## config.mk

```make
export PLATFORM = sky130hd
export DESIGN_NAME = limit_monitor
export DESIGN_NICKNAME = d
export VERILOG_FILES = /design/src/rtl/lmon_pkg.sv /design/src/rtl/lmon_cmp.sv /design/src/rtl/lmon_channel.sv /design/src/rtl/lmon_global.sv /design/src/rtl/limit_monitor.sv
export SDC_FILE = /design/constraint.sdc
export NUM_CORES = 1
export LEC_CHECK = 0
export CAP_MARGIN = 20
export CELL_PAD_IN_SITES_DETAIL_PLACEMENT = 0
export CELL_PAD_IN_SITES_GLOBAL_PLACEMENT = 1
export CORE_AREA = 2 2 277 224
export DETAILED_ROUTE_END_ITERATION = 12
export DIE_AREA = 0 0 279 226
export MAX_ROUTING_LAYER = met4
export PLACE_DENSITY_LB_ADDON = 0.1
export SLEW_MARGIN = 20
export SYNTH_ARGS = -nofsm -noshare
export SYNTH_HDL_FRONTEND = slang
export SYNTH_SLANG_ARGS = --single-unit
```

## constraint.sdc

```tcl
create_clock -name clk -period 2.82 [get_ports clk]
set_input_delay 0.282 -clock clk [delete_from_list [all_inputs] [get_ports clk]]
set_output_delay 0.282 -clock clk [all_outputs]
set_load 0.005 [all_outputs]
```

## src/rtl/lmon_pkg.sv

```systemverilog
package lmon_pkg;

   localparam int FLG_W = 4;

   // flag bit positions
   localparam int FLG_HI_ALM = 0;
   localparam int FLG_LO_ALM = 1;
   localparam int FLG_HI_WRN = 2;
   localparam int FLG_LO_WRN = 3;

   // per-channel register offsets
   localparam logic [2:0] OFS_HI_ALM = 3'd0;
   localparam logic [2:0] OFS_LO_ALM = 3'd1;
   localparam logic [2:0] OFS_HI_WRN = 3'd2;
   localparam logic [2:0] OFS_LO_WRN = 3'd3;
   localparam logic [2:0] OFS_SAMPLE = 3'd4;
   localparam logic [2:0] OFS_FLAGS  = 3'd5;
   localparam logic [2:0] OFS_IEN    = 3'd6;

   // global slot
   localparam logic [2:0] GLB_SLOT   = 3'd7;
   localparam logic [2:0] GOFS_DONE  = 3'd0;
   localparam logic [2:0] GOFS_CTRL  = 3'd1;

   typedef struct packed {
      logic lo_wrn;
      logic hi_wrn;
      logic lo_alm;
      logic hi_alm;
   } flags_t;

endpackage

```

## src/rtl/lmon_cmp.sv

```systemverilog
module lmon_cmp #(
   parameter int DATA_W     = 16,
   parameter bit SIGNED_CMP = 1'b0
) (
   input  logic [DATA_W-1:0] sample,
   input  logic [DATA_W-1:0] hi_alm,
   input  logic [DATA_W-1:0] lo_alm,
   input  logic [DATA_W-1:0] hi_wrn,
   input  logic [DATA_W-1:0] lo_wrn,
   output lmon_pkg::flags_t  flags
);

   generate
      if (SIGNED_CMP) begin : g_signed
         always_comb begin
            flags.hi_alm = $signed(sample) > $signed(hi_alm);
            flags.lo_alm = $signed(sample) < $signed(lo_alm);
            flags.hi_wrn = $signed(sample) > $signed(hi_wrn);
            flags.lo_wrn = $signed(sample) < $signed(lo_wrn);
         end
      end else begin : g_unsigned
         always_comb begin
            flags.hi_alm = sample > hi_alm;
            flags.lo_alm = sample < lo_alm;
            flags.hi_wrn = sample > hi_wrn;
            flags.lo_wrn = sample < lo_wrn;
         end
      end
   endgenerate

endmodule

```

## src/rtl/lmon_channel.sv

```systemverilog
module lmon_channel #(
   parameter int DATA_W     = 16,
   parameter bit SIGNED_CMP = 1'b0
) (
   input  logic              clk,
   input  logic              rst_n,
   input  logic              smp_vld,
   input  logic [DATA_W-1:0] smp_data,
   input  logic              wr_en,
   input  logic [2:0]        ofs,
   input  logic [DATA_W-1:0] wdata,
   output lmon_pkg::flags_t  flags_q,
   output logic [lmon_pkg::FLG_W-1:0] ien_q,
   output logic [DATA_W-1:0] rd_word
);
   import lmon_pkg::*;

   localparam int NUM_LIM = 4;
   localparam logic [DATA_W-1:0] MAX_V = SIGNED_CMP ? {1'b0, {(DATA_W-1){1'b1}}} : {DATA_W{1'b1}};
   localparam logic [DATA_W-1:0] MIN_V = SIGNED_CMP ? {1'b1, {(DATA_W-1){1'b0}}} : {DATA_W{1'b0}};

   logic [DATA_W-1:0] lim_q [NUM_LIM];
   logic [DATA_W-1:0] sample_q;
   flags_t            cmp_flags;

   // limit registers: even index is a high limit, odd a low limit
   generate
      for (genvar l = 0; l < NUM_LIM; l++) begin : g_lim
         localparam logic [DATA_W-1:0] RST_V = (l % 2 == 0) ? MAX_V : MIN_V;
         always_ff @(posedge clk or negedge rst_n) begin
            if (!rst_n) begin
               lim_q[l] <= RST_V;
            end else if (wr_en && ofs == 3'(l)) begin
               lim_q[l] <= wdata;
            end
         end
      end
   endgenerate

   always_ff @(posedge clk or negedge rst_n) begin
      if (!rst_n) begin
         ien_q <= '0;
      end else if (wr_en && ofs == OFS_IEN) begin
         ien_q <= wdata[FLG_W-1:0];
      end
   end

   lmon_cmp #(
      .DATA_W     (DATA_W),
      .SIGNED_CMP (SIGNED_CMP)
   ) u_cmp (
      .sample (smp_data),
      .hi_alm (lim_q[OFS_HI_ALM]),
      .lo_alm (lim_q[OFS_LO_ALM]),
      .hi_wrn (lim_q[OFS_HI_WRN]),
      .lo_wrn (lim_q[OFS_LO_WRN]),
      .flags  (cmp_flags)
   );

   always_ff @(posedge clk or negedge rst_n) begin
      if (!rst_n) begin
         sample_q <= '0;
         flags_q  <= '0;
      end else if (smp_vld) begin
         sample_q <= smp_data;
         flags_q  <= cmp_flags;
      end
   end

   always_comb begin
      rd_word = '0;
      case (ofs)
         OFS_HI_ALM: rd_word = lim_q[OFS_HI_ALM];
         OFS_LO_ALM: rd_word = lim_q[OFS_LO_ALM];
         OFS_HI_WRN: rd_word = lim_q[OFS_HI_WRN];
         OFS_LO_WRN: rd_word = lim_q[OFS_LO_WRN];
         OFS_SAMPLE: rd_word = sample_q;
         OFS_FLAGS:  rd_word = DATA_W'(flags_q);
         OFS_IEN:    rd_word = DATA_W'(ien_q);
         default:    rd_word = '0;
      endcase
   end

endmodule

```

## src/rtl/lmon_global.sv

```systemverilog
module lmon_global #(
   parameter int NUM_CH = 5
) (
   input  logic                           clk,
   input  logic                           rst_n,
   input  logic [NUM_CH-1:0]              smp_vld,
   input  logic                           done_rd,
   input  logic                           ctrl_wr,
   input  logic                           ctrl_fault_en,
   input  logic [NUM_CH*lmon_pkg::FLG_W-1:0] flag_vec,
   input  logic [NUM_CH*lmon_pkg::FLG_W-1:0] ien_vec,
   output logic [NUM_CH-1:0]              done_q,
   output logic                           fault_en_q,
   output logic                           irq,
   output logic                           fault_n
);
   import lmon_pkg::*;

   logic [NUM_CH-1:0] ch_irq;
   logic [NUM_CH-1:0] ch_alm;

   always_ff @(posedge clk or negedge rst_n) begin
      if (!rst_n) begin
         done_q <= '0;
      end else begin
         done_q <= (done_rd ? '0 : done_q) | smp_vld;
      end
   end

   always_ff @(posedge clk or negedge rst_n) begin
      if (!rst_n) begin
         fault_en_q <= 1'b0;
      end else if (ctrl_wr) begin
         fault_en_q <= ctrl_fault_en;
      end
   end

   generate
      for (genvar c = 0; c < NUM_CH; c++) begin : g_ch
         assign ch_irq[c] = |(flag_vec[c*FLG_W +: FLG_W] & ien_vec[c*FLG_W +: FLG_W]);
         assign ch_alm[c] = flag_vec[c*FLG_W + FLG_HI_ALM] | flag_vec[c*FLG_W + FLG_LO_ALM];
      end
   endgenerate

   assign irq     = |ch_irq;
   assign fault_n = ~(fault_en_q & (|ch_alm));

endmodule

```

## src/rtl/limit_monitor.sv

```systemverilog
module limit_monitor #(
   parameter int          NUM_CH      = 5,
   parameter int          DATA_W      = 16,
   parameter logic [31:0] SIGNED_MASK = 32'h0000_0001
) (
   input  logic                     clk,
   input  logic                     rst_n,
   input  logic [NUM_CH-1:0]        smp_vld,
   input  logic [NUM_CH*DATA_W-1:0] smp_data,
   input  logic                     bus_wr,
   input  logic                     bus_rd,
   input  logic [5:0]               bus_addr,
   input  logic [DATA_W-1:0]        bus_wdata,
   output logic [DATA_W-1:0]        bus_rdata,
   output logic                     irq,
   output logic                     fault_n
);
   import lmon_pkg::*;

   localparam int SLOT_W = 3;
   localparam int FV_W   = NUM_CH * FLG_W;

   generate
      if (NUM_CH < 1 || NUM_CH > 7) begin : g_bad_nch
         $error("limit_monitor: NUM_CH must be 1..7");
      end
      if (DATA_W < 8 || DATA_W > 32) begin : g_bad_dw
         $error("limit_monitor: DATA_W must be 8..32");
      end
   endgenerate

   logic [SLOT_W-1:0] slot;
   logic [2:0]        ofs;
   logic [DATA_W-1:0] ch_word [NUM_CH];
   logic [FV_W-1:0]   flag_vec;
   logic [FV_W-1:0]   ien_vec;
   logic [NUM_CH-1:0] done_q;
   logic              fault_en_q;
   logic              done_rd;
   logic              ctrl_wr;
   logic [DATA_W-1:0] rd_mux;
   logic [DATA_W-1:0] rdata_q;

   assign slot    = bus_addr[5:3];
   assign ofs     = bus_addr[2:0];
   assign done_rd = bus_rd && slot == GLB_SLOT && ofs == GOFS_DONE;
   assign ctrl_wr = bus_wr && slot == GLB_SLOT && ofs == GOFS_CTRL;

   generate
      for (genvar c = 0; c < NUM_CH; c++) begin : g_chan
         flags_t           fl;
         logic [FLG_W-1:0] en;
         logic             sel_wr;

         assign sel_wr = bus_wr && slot == SLOT_W'(c);

         lmon_channel #(
            .DATA_W     (DATA_W),
            .SIGNED_CMP (SIGNED_MASK[c])
         ) u_chan (
            .clk      (clk),
            .rst_n    (rst_n),
            .smp_vld  (smp_vld[c]),
            .smp_data (smp_data[c*DATA_W +: DATA_W]),
            .wr_en    (sel_wr),
            .ofs      (ofs),
            .wdata    (bus_wdata),
            .flags_q  (fl),
            .ien_q    (en),
            .rd_word  (ch_word[c])
         );

         assign flag_vec[c*FLG_W +: FLG_W] = fl;
         assign ien_vec[c*FLG_W +: FLG_W]  = en;
      end
   endgenerate

   lmon_global #(
      .NUM_CH (NUM_CH)
   ) u_glb (
      .clk           (clk),
      .rst_n         (rst_n),
      .smp_vld       (smp_vld),
      .done_rd       (done_rd),
      .ctrl_wr       (ctrl_wr),
      .ctrl_fault_en (bus_wdata[0]),
      .flag_vec      (flag_vec),
      .ien_vec       (ien_vec),
      .done_q        (done_q),
      .fault_en_q    (fault_en_q),
      .irq           (irq),
      .fault_n       (fault_n)
   );

   always_comb begin
      rd_mux = '0;
      if (slot == GLB_SLOT) begin
         case (ofs)
            GOFS_DONE: rd_mux = DATA_W'(done_q);
            GOFS_CTRL: rd_mux = DATA_W'(fault_en_q);
            default:   rd_mux = '0;
         endcase
      end else begin
         for (int c = 0; c < NUM_CH; c++) begin
            if (slot == SLOT_W'(c)) rd_mux = ch_word[c];
         end
      end
   end

   always_ff @(posedge clk or negedge rst_n) begin
      if (!rst_n) begin
         rdata_q <= '0;
      end else if (bus_rd) begin
         rdata_q <= rd_mux;
      end
   end

   assign bus_rdata = rdata_q;

endmodule

```

# After elaboration in Yosys (flattened, before gate mapping)
# Cells that the tools add are included.
# classes
reduce_logical	38
n_bitwise	13
eq_ne	11
div	0
order_cmp	20
multipliers	0
n_addsub	0
mux	13
n_shift	0
# ops
operator	count
16-bit one-hot mux with 7 select lines	5
16-bit greater-than comparator	10
16-bit less-than comparator	10
16-bit 2-to-1 mux	6
1-bit logical AND	34
4-bit AND	5
20-bit OR reduction	1
3-bit == test (second input constant)	5
3-bit by 2-bit == test with 1-bit output (second input constant)	4
5-bit one-hot mux with 2 select lines	1
3-bit by 1-bit == test with 1-bit output (second input constant)	2
3-bit logical NOT	2
5-bit 2-to-1 mux	1
1-bit OR	5
5-bit OR	1
5-bit OR reduction	1
1-bit AND	1
1-bit NOT	1
# word_totals
input_bits	111
mem_bits_ro	0
mem_bits_rw	0
out_inout_bits	18
latch_bits	0
mem_count	0
ff_bits	462

# Logic depth before layout (Yosys ltp)
# Gate-level depths: netlist (run 1).
# logic_depth
ltp_word	8
ltp_mapped	10
depth_no_buf	8

# Cells and area by module
# From an unflattened synthesis (run 1), not the netlist that was laid out.
# hier_totals
cells_unflattened	2748
hier_area_um2	30683.2
# by_module_without_submodules
module	n_inst	cells_per_inst	area_per_inst_um2	seq_area_each_um2
lmon_channel	5	297	4216.5	2242.2
lmon_cmp (g_chan[1].u_chan.u_cmp ...)	3	217	1587.8	0.0
lmon_cmp (g_chan[0].u_chan.u_cmp)	1	226	1572.8	0.0
lmon_cmp (g_chan[4].u_chan.u_cmp)	1	217	1567.8	0.0
limit_monitor	1	141	1361.3	400.4
lmon_global	1	28	335.3	150.1

# Least setup slack after synthesis (run 1)
# OpenSTA, ideal clock, no wires.
# synth_timing
path_type	register to register
start	reg g_chan[3].u_chan.lim_q[61] in the netlist's numbering
end	reg g_chan[3].u_chan.flags_q[0] in the netlist's numbering
path_slack_ns	0.863
required_ns	2.697
t_arrival_ns	1.834
period_less_slack_ns	1.957
setup_time_ns	0.123
path_stages_with_launch	8
cell_sequence	dfstp_2 > inv_1 > ha_1 > a21o_1 > a21o_1 > a2111oi_0 > o21ai_0 > o221a_2
# synth_between
elab_chain_cells	1
# synth_lines
element	line_no	source
start: declaration	lmon_channel.sv:22	logic [DATA_W-1:0] lim_q [NUM_LIM];
start signal: indexed assignment	lmon_channel.sv:34	lim_q[l] <= wdata;
16-bit greater-than comparator	lmon_cmp.sv:23	flags.hi_alm = sample > hi_alm;
end signal: assignment	lmon_channel.sv:66	flags_q <= cmp_flags;
end: declaration	lmon_channel.sv:12	output lmon_pkg::flags_t flags_q,
# Every way passes these cells.
# A chain may end at the register's enable or synchronous reset.

# Worst setup path after layout (run 1)
# layout_timing
start	reg g_chan[3].u_chan.flags_q[1] in the netlist's numbering
end	out fault_n
# layout_between
elab_chain_cells	4
# layout_lines
element	line_no	source
1-bit OR	lmon_global.sv:41	assign ch_alm[c] = flag_vec[c*FLG_W + FLG_HI_ALM] | flag_vec[c*FLG_W + FLG_LO_ALM];
5-bit OR reduction	lmon_global.sv:46	assign fault_n = ~(fault_en_q & (|ch_alm));
1-bit AND	lmon_global.sv:46	
1-bit NOT	lmon_global.sv:46	
end: declaration	limit_monitor.sv:16	output logic fault_n
# Every way passes these cells.

==> reports/results.txt, run 1 <==
Crit share post-route: 93.7%
Die height: 226 um
Number of port buffers: 128
Critical Path Slowest Stage Cell: or4_4
Switching Share: 31.6%
Leading post-synthesis cells by cell area: dfrtp_1 26%, dfstp_2 14%, ha_1 13%
Min-Delay Path Class: input pin to asynchronous set/reset pin
Post-Layout Cell Count: 3864
Outcome: completed
Fmax: 378 MHz
Synth Area in XOR/XNOR: 0%
Pre-antenna DRT Iters: 5
CTS buffer count: 51
Layer with the highest usage: met1
Tightest Pin Transition: 1080 ps
Req. time, crit path: 2540 ps
Post-DP HPWL: 80200 um
Clock Latency Late Sink: 620 ps
Pleak: 0.0155 uW
Nets: 3449
RR Endpoint: bus_rdata[3]
Clock Sinks: 462
DRT iter0 DRCs: 2222
Gate power share: 24.2%
Yosys warns: 0
Final Max Slew Viols: 0
Core Util, Final: 56.4%
Critical Path Source Type: flop
Reg clk slew, reported paths: 60 ps
CP endpoint kind: output port
GPL Wtd Cong: 0.984
Antenna-violating nets left: 0
Worst R2R Start: g_chan[3].u_chan.flags_q[3]
Reg power frac: 40.8%
Synth Area in Adders: 13.2%
Maximum VDD drop: 0.472 mV
Largest net degree at the start of global routing: 71
Internal power: 14400 uW
Syn_area_per_cell: 10.4 um2
Largest family of logic cells by synthesized area: multiplexers
Vias: 23600
Area share of the largest cell type after synthesis: 25.7%
Area Overhead vs Synth: 16.3%
Starting density of the core: 48.5%
Syn Nets: 3257
Synth Cell Area: 29400 um2
Vias per cell: 6.11
Drt wl/cell: 28.0 um
Post-synth top cells: 319 x inv_1, 310 x ha_1, 302 x dfrtp_1
Clock buffer depth: 3
Placed cell count: 3759
Setup CP Type: flop to output port
I/O pins: 129
Post-synth EDFFs: 0
Simple logic cell fraction of the synthesized area: 7.66%
R2R Setup Slk: 520 ps
Die Span X: 279 um
Met1 usage: 51.3%
Mux share of post-synthesis cell area: 17.8%
GRT Total Usage: 35.6%
Worst-case reg-to-reg path depth: 5
Ys async rst share: 100%
Routed wire length: 108000 um
DRC Markers: 0
Final setup fails: 0
CTS tree: done
Core Rows: 81
H-tree levels: 2
Register area share after synthesis: 40.1%
Overall Power: 21100 uW
Final Hold Slack: 227 ps
Crit-path max FO: 3
Clk_skew: 27.7 ps
Share of cells above drive strength 1: 20.1%
RSZ-0062 raised after global routing: false
Initial antenna violation count: 8
Clk pwr share: 35.0%
Synth Area in Compound Gates: 14.6%
Final min period: 2640 ps
Cell taking the most area after synthesis: dfrtp_1
Worst path cell trace: or4_4 > o41ai_2 > buf_4 > dlygate4sd2_1
Arrival @ worst endpoint: 2360 ps
M2 GR Usage: 50.8%
Synth cell types: 73
Switch Pwr: 6650 uW
Area of the die: 63100 um2
M3 GR Usage: 6.30%
Final hold violation count: 0
CTS root buffer: clkbuf_16
Mapped Cells: 2836
Final global-route overflow total: 0
Setup TNS: 0 ps
Core area: 60500 um2
Most frequent cell after synthesis: inv_1
Yosys reg bits: 462
Largest stage delay on the critical path: 540 ps
First-pass GRT wire length: 160000 um
Prevailing post-synth register cell: dfrtp_1
Pwr Density: 617 nW/um2
Max-slew headroom: 26.4%
Number of global-route vias before repair: 23600
Max-cap viol count: 0
-- critical path, delay by kind of cell (launching register included) --
family	cells	cell delay [ps]
flops	1	500
buf+inv	2	400
simple gates	1	540
compound gates	1	290
-- flip-flops by register name, summed over array words and instances (netlist names) --
signal	cells
g_chan.u_chan.lim_q	320
bus_rdata	16
g_chan.u_chan.flags_q	20
g_chan.u_chan.sample_q	80
u_glb.fault_en_q	1
g_chan.u_chan.ien_q	20
u_glb.done_q	5
-- cells in the final DEF (no fill, tap or decap), types with 96 or more instances in the layout --
cell type,n
mux2_1,224
a21oi_1,136
buf_4,149
dfstp_2,160
mux2_2,146
o21ai_0,96
o21ai_1,103
nand2_1,176
ha_1,310
clkdlybuf4s50_1,122
inv_1,319
dfrtp_1,298
-- cell families after synthesis --
kind of cell	count (synthesis)
buffers and inverters	473
multiplexers	461
adder cells (fa/ha/maj)	310
AND/OR/NAND/NOR	463
AO/OA/AOI/OAI	667
flip-flops	462
-- metal layers --
metal	up-vias	wire length, um
li1	10600	-
met2	906	45700
met5	-	0
met3	167	8560
met4	0	3230
met1	11900	50600
-- worst max path at each step --
stage,startpoint,end,cells past startpoint
after CTS,g_chan[2].u_chan.flags_q[2],irq,5
after global placement,smp_data[17],g_chan[1].u_chan.flags_q[1],7
after global routing,g_chan[4].u_chan.flags_q[1],fault_n,4
after floorplan,g_chan[3].u_chan.lim_q[61],g_chan[3].u_chan.flags_q[0],7
final,g_chan[3].u_chan.flags_q[1],fault_n,4
after detailed placement,bus_addr[4],bus_rdata[3],6
-- through the flow --
| step | area [um2] | worst slack [ps] |
|---|---|---|
| 2_1_floorplan | 29400 | 863 |
| 3_3_place_gp | 32300 | 64.0 |
| 3_5_place_dp | 32300 | 32.0 |
| 4_1_cts | 34100 | 167 |
| 5_1_grt | 34100 | 111 |
| 6_report | 34100 | 177 |
-- final cells by class --
cell class,count,area (um2)
Multi-Input combinational cell,1901,15700
Fill cell,5271,26400
Clock inverter,21,319
Tap cell,788,986
Clock buffer,75,1500
Sequential cell,462,11800
Inverter,324,1220
Antenna cell,5,12.5
Timing Repair Buffer,288,2630
-- timing repair --
action,4_1_cts,5_1_grt
setup buffers,3,0
gates resized for setup,12,0
endpoints found under the hold margin,35,0
endpoints found under the setup margin,2,0
hold buffers,1,0
-- power groups by stage --
stage | clock [uW] | sequential [uW] | combinational (uW)
after floorplan | 0 | 8300 | 3080
after global placement | 0 | 8640 | 4860
after detailed placement | 0 | 8670 | 4980
after CTS | 7450 | 8570 | 5050
after global routing | 7710 | 8690 | 5650
final | 7360 | 8590 | 5100
Power figures use the tool's default switching activity.
==> inputs of run 2 (changes only) <==
--- a/config.mk
+++ b/config.mk
@@ -13,6 +13,7 @@
 export DIE_AREA = 0 0 279 226
 export MAX_ROUTING_LAYER = met4
 export PLACE_DENSITY_LB_ADDON = 0.1
+export SETUP_SLACK_MARGIN = 0.1
 export SLEW_MARGIN = 20
 export SYNTH_ARGS = -nofsm -noshare
 export SYNTH_HDL_FRONTEND = slang
==> results of run 2 <==
The final DEF is identical to that of run 1; final timing and power are the same.
==> inputs of run 3 (changes only) <==
==> constraint.sdc (replaced) <==
create_clock -name clk -period 2.9 [get_ports clk]
set_input_delay 0.29 -clock clk [delete_from_list [all_inputs] [get_ports clk]]
set_output_delay 0.29 -clock clk [all_outputs]
set_load 0.005 [all_outputs]
==> reports/results.txt, run 3 (synthesized netlist as in run 1, its figures left out) <==
First-pass GRT wire length: 159000 um
Crit-path max FO: 4
Layout fillers: 5285
Largest register by flop count: g_chan.u_chan.lim_q
Die height: 226 um
Arrival @ worst endpoint: 2470 ps
Final hold violation count: 0
Layer with the highest usage: met1
I/O pins: 129
Register Area: 11800 um2
Maximum VDD drop: 0.506 mV
Crit share post-route: 95.3%
Max-slew headroom: 38.0%
Number of global-route vias before repair: 23500
Setup TNS: 0 ps
Max-cap viol count: 0
Core Rows: 81
Nets: 3435
Clk_skew: 15.1 ps
Number of port buffers: 128
Pwr Density: 591 nW/um2
Largest net degree at the start of global routing: 87
Commonest non-fill, non-tap cell in the layout: inv_1
Worst R2R Start: g_chan[4].u_chan.lim_q[61]
Final min period: 2760 ps
Critical Path Source Type: flop
Vias per cell: 6.16
Post-Layout Cell Count: 3845
DRC Markers: 0
Post-DP HPWL: 79200 um
GPL Wtd Cong: 1.03
Starting density of the core: 48.5%
H-tree levels: 2
Vias: 23700
Worst setup path startpoint: g_chan[2].u_chan.flags_q[0]
GRT Total Usage: 35.3%
Pleak: 0.0154 uW
Placed cell count: 3747
Final global-route overflow total: 0
Biggest regs: g_chan.u_chan.lim_q x320, g_chan.u_chan.sample_q x80
Final setup fails: 0
Max reg flops: 320
Multi-input logic area: 15700 um2
M2 GR Usage: 50.3%
Drt wl/cell: 27.9 um
RSZ-0062 raised after global routing: false
Routed wire length: 107000 um
Min-Delay Path Class: input pin to asynchronous set/reset pin
Clock Latency Late Sink: 610 ps
Die Span X: 279 um
Antenna-violating nets left: 0
Share of cells above drive strength 1: 19.5%
Core area: 60500 um2
CP endpoint kind: output port
Final Max Slew Viols: 0
Tightest Pin Transition: 930 ps
Most frequent cells in the layout: 319 x inv_1, 310 x ha_1, 299 x dfrtp_1
DRT iter0 DRCs: 2401
Met1 usage: 52.2%
Setup ws final: 138 ps
Clock buffer depth: 3
Clock Sinks: 462
Area Overhead vs Synth: 15.9%
CTS tree: done
M3 GR Usage: 5.27%
Pre-antenna DRT Iters: 5
Reg clk slew, reported paths: 60 ps
Area of the die: 63100 um2
Setup CP Type: flop to output port
Initial antenna violation count: 6
Outcome: completed
CTS buffer count: 50
Req. time, crit path: 2610 ps
Pre-CTS WS: 157 ps
Fmax: 362 MHz
CTS root buffer: clkbuf_16
## run 3: stage by stage
step | hold slack, ps | power (uW) | util, % | instance area, um2
floorplan | -5.59 | 11100 | - | 29400
global placement | 393 | 13100 | 53.3 | 32200
detailed placement | 395 | 13200 | 53.3 | 32200
CTS | 267 | 20100 | 56.2 | 34000
global route | 314 | 21100 | 56.2 | 34000
finish | 305 | 20100 | 56.2 | 34000
## run 3: area by class of cell
| cell class | count | area share, % |
|---|---|---|
| inverter | 324 | 3.57 |
| timing repair buffer | 275 | 7.66 |
| antenna | 1 | 0.00735 |
| multi-input combinational | 1901 | 46.2 |
| clock inverter | 13 | 0.566 |
| clock buffer | 81 | 4.50 |
| tap | 788 | 2.90 |
| sequential | 462 | 34.6 |
## run 3: final timing paths
path                                                to  slack (ps)  depth (start not counted)
max                                            fault_n         140                          4
min                         g_chan[2].u_chan.lim_q[42]         310                          2
max reg2reg                g_chan[4].u_chan.flags_q[0]         700                          8
min reg2reg                            u_glb.done_q[4]         490                          2
max in group asynchronous   g_chan[0].u_chan.lim_q[54]        1650                          3
min in group clk             g_chan[1].u_chan.lim_q[5]         310                          3
## run 3: metal layers
| layer | share of wire (%) | vias up |
|---|---|---|
| met5 | 0 | - |
| met4 | 2.8 | 0 |
| met3 | 8.2 | 175 |
| met2 | 42 | 970 |
| met1 | 47 | 12000 |
| li1 | - | 10600 |
## run 3: timing repair
item / CTS / global route
pin swaps: 2 / 1
setup buffers: 2 / 0
hold endpoints to repair: 49 / 0
cloned: 0 / 0
resized for setup: 13 / 0
hold buffers: 1 / 0
endpoints found under the setup margin: 2 / 1
## run 3: power breakdown
| group | switching, uW | total, uW | internal, uW |
|---|---|---|---|
| logic | 2780 | 4920 | 2140 |
| registers | 785 | 8350 | 7570 |
| clock network | 2790 | 6840 | 4050 |
| total | 6360 | 20100 | 13800 |
## run 3: critical path, stage by stage (launching register included)
cell	delay (ps)
dfrtp_2	510
or4_4	570
o41ai_4	390
buf_4	170
dlygate4sd2_1	220
